--- config.mk ---
export PLATFORM = sky130hd
export DESIGN_NAME = i2c_cond_monitor
export DESIGN_NICKNAME = d
export VERILOG_FILES = /design/src/rtl/i2c_cond_pkg.sv /design/src/rtl/i2c_cond_ctrl.sv /design/src/rtl/i2c_cond_datapath.sv /design/src/rtl/i2c_cond_monitor.sv
export SDC_FILE = /design/constraint.sdc
export NUM_CORES = 1
export LEC_CHECK = 0
export BUFFER_PORTS_ARGS = -buffer_cell sky130_fd_sc_hd__buf_2
export CORE_AREA = 2 2 39 41
export CTS_BUF_LIST = sky130_fd_sc_hd__clkbuf_2
export DETAILED_ROUTE_END_ITERATION = 12
export DIE_AREA = 0 0 41 43
export GPL_TIMING_DRIVEN = 0
export HOLD_SLACK_MARGIN = 0.02
export PLACE_DENSITY = 0.65
export RECOVER_POWER = 50
export SYNTH_ARGS = -nofsm -noshare
export SYNTH_HDL_FRONTEND = slang
export SYNTH_HIERARCHICAL = 1
export SYNTH_SLANG_ARGS = --single-unit
--- constraint.sdc ---
create_clock -name clk -period 1.3 [get_ports clk]
set_clock_uncertainty 0.1 [all_clocks]
set_input_delay 0.325 -clock clk [delete_from_list [all_inputs] [get_ports clk]]
set_output_delay 0.325 -clock clk [all_outputs]
set_load 0.05 [all_outputs]
--- src/rtl/i2c_cond_pkg.sv ---
package i2c_cond_pkg;
  localparam int STATUS_W = 8;
  localparam int LOW_W    = 5;

  typedef struct packed {
    logic start;   // START seen (idle or busy bus)
    logic stop;    // STOP seen
    logic rscClr;  // non-STOP event that clears the repeated-START flag
  } condStb_t;
endpackage

--- src/rtl/i2c_cond_ctrl.sv ---
module i2c_cond_ctrl
  import i2c_cond_pkg::*;
#(
  parameter int SYNC_STAGES = 2
) (
  input  logic     clk,
  input  logic     rstN,
  input  logic     sclIn,
  input  logic     sdaIn,
  input  logic     intClrWr,
  input  logic     slaveMode,
  input  logic     addrDone,
  input  logic     addrMatch,
  input  logic     ackDisable,
  input  logic     genCallRcvd,
  input  logic     genCallAckEn,
  output condStb_t stb
);
  localparam int LAST = SYNC_STAGES - 1;

  logic [LAST:0] sclSh;
  logic [LAST:0] sdaSh;
  logic          sclPrev;
  logic          sdaPrev;
  logic          sclNow;
  logic          sdaNow;

  // Synchronizer chains; an idle I2C line is high, so reset to 1.
  generate
    if (SYNC_STAGES < 2) begin : g_badDepth
      initial $error("SYNC_STAGES must be at least 2");
    end
    for (genvar i = 0; i < SYNC_STAGES; i++) begin : g_sync
      always_ff @(posedge clk or negedge rstN) begin
        if (!rstN) begin
          sclSh[i] <= 1'b1;
          sdaSh[i] <= 1'b1;
        end else if (i == 0) begin
          sclSh[i] <= sclIn;
          sdaSh[i] <= sdaIn;
        end else begin
          sclSh[i] <= sclSh[(i == 0) ? 0 : i - 1];
          sdaSh[i] <= sdaSh[(i == 0) ? 0 : i - 1];
        end
      end
    end
  endgenerate

  assign sclNow = sclSh[LAST];
  assign sdaNow = sdaSh[LAST];

  always_ff @(posedge clk or negedge rstN) begin
    if (!rstN) begin
      sclPrev <= 1'b1;
      sdaPrev <= 1'b1;
    end else begin
      sclPrev <= sclNow;
      sdaPrev <= sdaNow;
    end
  end

  logic sclHeld;
  logic addrMiss;
  logic ackOff;
  logic gcNack;

  always_comb begin
    sclHeld   = sclNow & sclPrev;
    addrMiss  = slaveMode & addrDone & ~genCallRcvd & ~addrMatch;
    ackOff    = slaveMode & addrDone & ~genCallRcvd & addrMatch & ackDisable;
    gcNack    = slaveMode & addrDone & genCallRcvd & ~genCallAckEn;
    stb.start  = sclHeld & sdaPrev & ~sdaNow;
    stb.stop   = sclHeld & ~sdaPrev & sdaNow;
    stb.rscClr = intClrWr | addrMiss | ackOff | gcNack;
  end
endmodule

--- src/rtl/i2c_cond_datapath.sv ---
module i2c_cond_datapath
  import i2c_cond_pkg::*;
(
  input  logic                clk,
  input  logic                rstN,
  input  condStb_t            stb,
  input  logic [LOW_W-1:0]    lowerBits,
  output logic [STATUS_W-1:0] status
);
  logic busyQ;
  logic rscQ;

  always_ff @(posedge clk or negedge rstN) begin
    if (!rstN) begin
      busyQ <= 1'b0;
      rscQ  <= 1'b0;
    end else begin
      // STOP wins over everything; a restart wins over other clears.
      if (stb.stop) begin
        busyQ <= 1'b0;
        rscQ  <= 1'b0;
      end else if (stb.start) begin
        busyQ <= 1'b1;
        if (busyQ) rscQ <= 1'b1;
        else if (stb.rscClr) rscQ <= 1'b0;
      end else if (stb.rscClr) begin
        rscQ <= 1'b0;
      end
    end
  end

  assign status = {busyQ, rscQ, 1'b0, lowerBits};
endmodule

--- src/rtl/i2c_cond_monitor.sv ---
module i2c_cond_monitor
  import i2c_cond_pkg::*;
#(
  parameter int SYNC_STAGES = 2
) (
  input  logic                clk,
  input  logic                rstN,
  input  logic                sclIn,
  input  logic                sdaIn,
  input  logic                intClrWr,
  input  logic                slaveMode,
  input  logic                addrDone,
  input  logic                addrMatch,
  input  logic                ackDisable,
  input  logic                genCallRcvd,
  input  logic                genCallAckEn,
  input  logic [LOW_W-1:0]    lowerBits,
  output logic [STATUS_W-1:0] status
);
  condStb_t stb;

  i2c_cond_ctrl #(.SYNC_STAGES(SYNC_STAGES)) u_ctrl (
    .clk(clk), .rstN(rstN), .sclIn(sclIn), .sdaIn(sdaIn),
    .intClrWr(intClrWr), .slaveMode(slaveMode), .addrDone(addrDone),
    .addrMatch(addrMatch), .ackDisable(ackDisable),
    .genCallRcvd(genCallRcvd), .genCallAckEn(genCallAckEn), .stb(stb)
  );

  i2c_cond_datapath u_dp (
    .clk(clk), .rstN(rstN), .stb(stb), .lowerBits(lowerBits), .status(status)
  );
endmodule

==> run metrics <==
WP data arrival 0.80 ns; vias 248; synthesized area 339 µm²; CP endpoint kind output port; register bit total from synthesis 8; Ys Warns 6; layout cell share with drive strength beyond 1 74.0%; Crit path required time 0.88 ns; top-count cell post-synth buf_4; fill count 149; f_max 817 MHz; core area 1380 µm²; P&R area growth vs syn 50.6%; Final WS setup 0.0758 ns; initial antenna violation count 0; Starting Density 24.5%; GRT overflow 0; Syn Nets 44; Initial DRT Pass Iterations 2; final hold viol count 0; status finished clean; Vias/cell 3.76; row cnt 14; starting DRC count in detailed routing 2; final setup vio count 0; maxcap violations 0; vias in the first global route 244; uppermost layer routed met3; unrepaired setup endpoints after global routing no; Met1 Routed Length 189 µm; Post-synth EDFFs 0; die height 43 µm; Distinct cells, synth 11; antenna viol nets, final 0; die area 1760 µm²; pin count of the biggest net entering global routing 9; Max Root-Sink Buffers 2; Crit Path Class register to output port; Final Max Tran Viols 0; met2 WL post-DR 264 µm; final layout net count 67; routed wire length 500 µm; htree depth 1; Post-Synthesis Cells 28; mean post-synth cell area 12.1 µm²; Leak 0.255 nW; Met3 Routed Length 46 µm; CTS tree done; crit-path max cell delay 0.41 ns; I/O pins 24; Clock Tree Root clkbuf_2; most frequent cells after synthesis buf_4 (8), dfstp_2 (6), nand2_1 (3); Die Wd 41 µm; top_reg_cell synth dfstp_2; Yosys top cell by area dfstp_2; Placer Congestion 0.618; Startpoint Class register; CP Buf/Inv Count 1; CTS Sinks 8; Pwr Total 0.603 mW; first-pass GRT wire length 834 µm; drt drc 0; Yosys top cell area share 46.5%; PwrDens 1180 nW/µm²; Top Family by Delay on Critical Path flip-flops; ant diodes 0; hold_ws 0.0942 ns; Tmin final 1.22 ns; Seq/Total Area, Yosys 61.3%; CP Max Fanout 2; GRT Util Overall 7.32%; Worst-Skew Late Latency 0.23 ns; CTS Buf Count 3; CP cell instances buf_8; Post-synth ARST share 100%; worst vdd ir 0.000628 V; CTS clk-pin slew, worst paths 0.08 ns; Tcrit/Tclk final 94.2%; Area contributors post-synth dfstp_2 (46%), buf_4 (18%), dfrtp_1 (15%), nor3b_1 (4.4%), nand2_1 (3.3%); DR WL/cell 7.58 µm; Slowest-stage cell, CP dfrtp_1; number of port buffers 17; worst hold path class input pin to register; pre-CTS WS -0.112 ns
-- layer usage --
layer  global-route usage, %  vias up
met5                       0        -
met4                    2.00        0
met3                    6.28        0
met2                    10.9       12
met1                    7.36      112
li1                        -      124
-- cell usage in the layout (no fill, tap or decap) --
cell type	n
conb_1	1
nor3b_2	2
clkbuf_2	4
dfrtp_1	2
buf_2	14
clkbuf_1	1
a21oi_2	1
or3b_1	1
nand2_1	3
nand2b_4	1
dfstp_1	1
a41o_1	1
buf_4	8
nor2_1	2
buf_8	2
dlygate4sd3_1	1
dfstp_2	5
-- logic make-up after synthesis --
logic type,count (synthesis),synth area share [%]
AO/OA/AOI/OAI,2,5.54
buffers and inverters,8,17.7
flip-flops,8,61.3
other,1,1.11
AND/OR/NAND/NOR,9,14.4
-- flip-flops by register name, summed over array words and instances, names as in the netlist --
signal and cells:
u_ctrl/sdaSh 1, u_dp/rscQ 1, u_dp/busyQ 1, u_ctrl/sclSh 1
u_ctrl/sclNow 1, u_ctrl/sclPrev 1, u_ctrl/sdaNow 1, u_ctrl/sdaPrev 1
-- repair_timing --
action / in CTS / in global routing
setup endpoints to repair: 2 / 2
gates cloned: 0 / 0
buffers inserted: 2 / 0
endpoints found under the hold margin: 4 / 0
hold buffers: 1 / 0
gates resized for setup: 6 / 2
-- report_power, final --
group / switching (mW) / total [mW] / internal, mW / leakage [nW]
combinational: 0.0881 / 0.156 / 0.0678 / 0.150
clock: 0.0818 / 0.163 / 0.0817 / 0.0166
sequential: 0.0108 / 0.283 / 0.273 / 0.0883
-- final cells by class --
type / count / area (µm²) / share of cell area (%)
buffer: 6 / 45.0 / 8.82
clock buffer: 4 / 20.0 / 3.92
multi-input combinational: 12 / 88.8 / 17.4
sequential: 8 / 208 / 40.7
tap: 16 / 20.0 / 3.92
timing repair buffer: 20 / 129 / 25.2
-- per-stage QoR --
step	TNS, ns	area [µm²]	utilization (%)	cells
after floorplan	0	347	-	28
after global placement	-0.0881	452	32.6	61
after detailed placement	-0.112	452	32.6	61
after CTS	0	502	36.3	66
after global routing	0	510	36.9	66
final	0	510	36.9	66
-- path summary, 6_finish.rpt --
kind                                 start         endpoint  slack, ns  cells after the start
max                              u_dp/rscQ        status[6]       0.08                      1
min                                  sclIn  u_ctrl/sclSh[0]       0.09                      1
max reg2reg                  u_ctrl/sclNow        u_dp/rscQ       0.12                      4
min reg2reg                u_ctrl/sclSh[0]    u_ctrl/sclNow       0.24                      0
max in group asynchronous             rstN  u_ctrl/sdaSh[0]       0.35                      2
min in group asynchronous             rstN        u_dp/rscQ       0.42                      2
No activity file was read; power rests on OpenSTA's default activity.
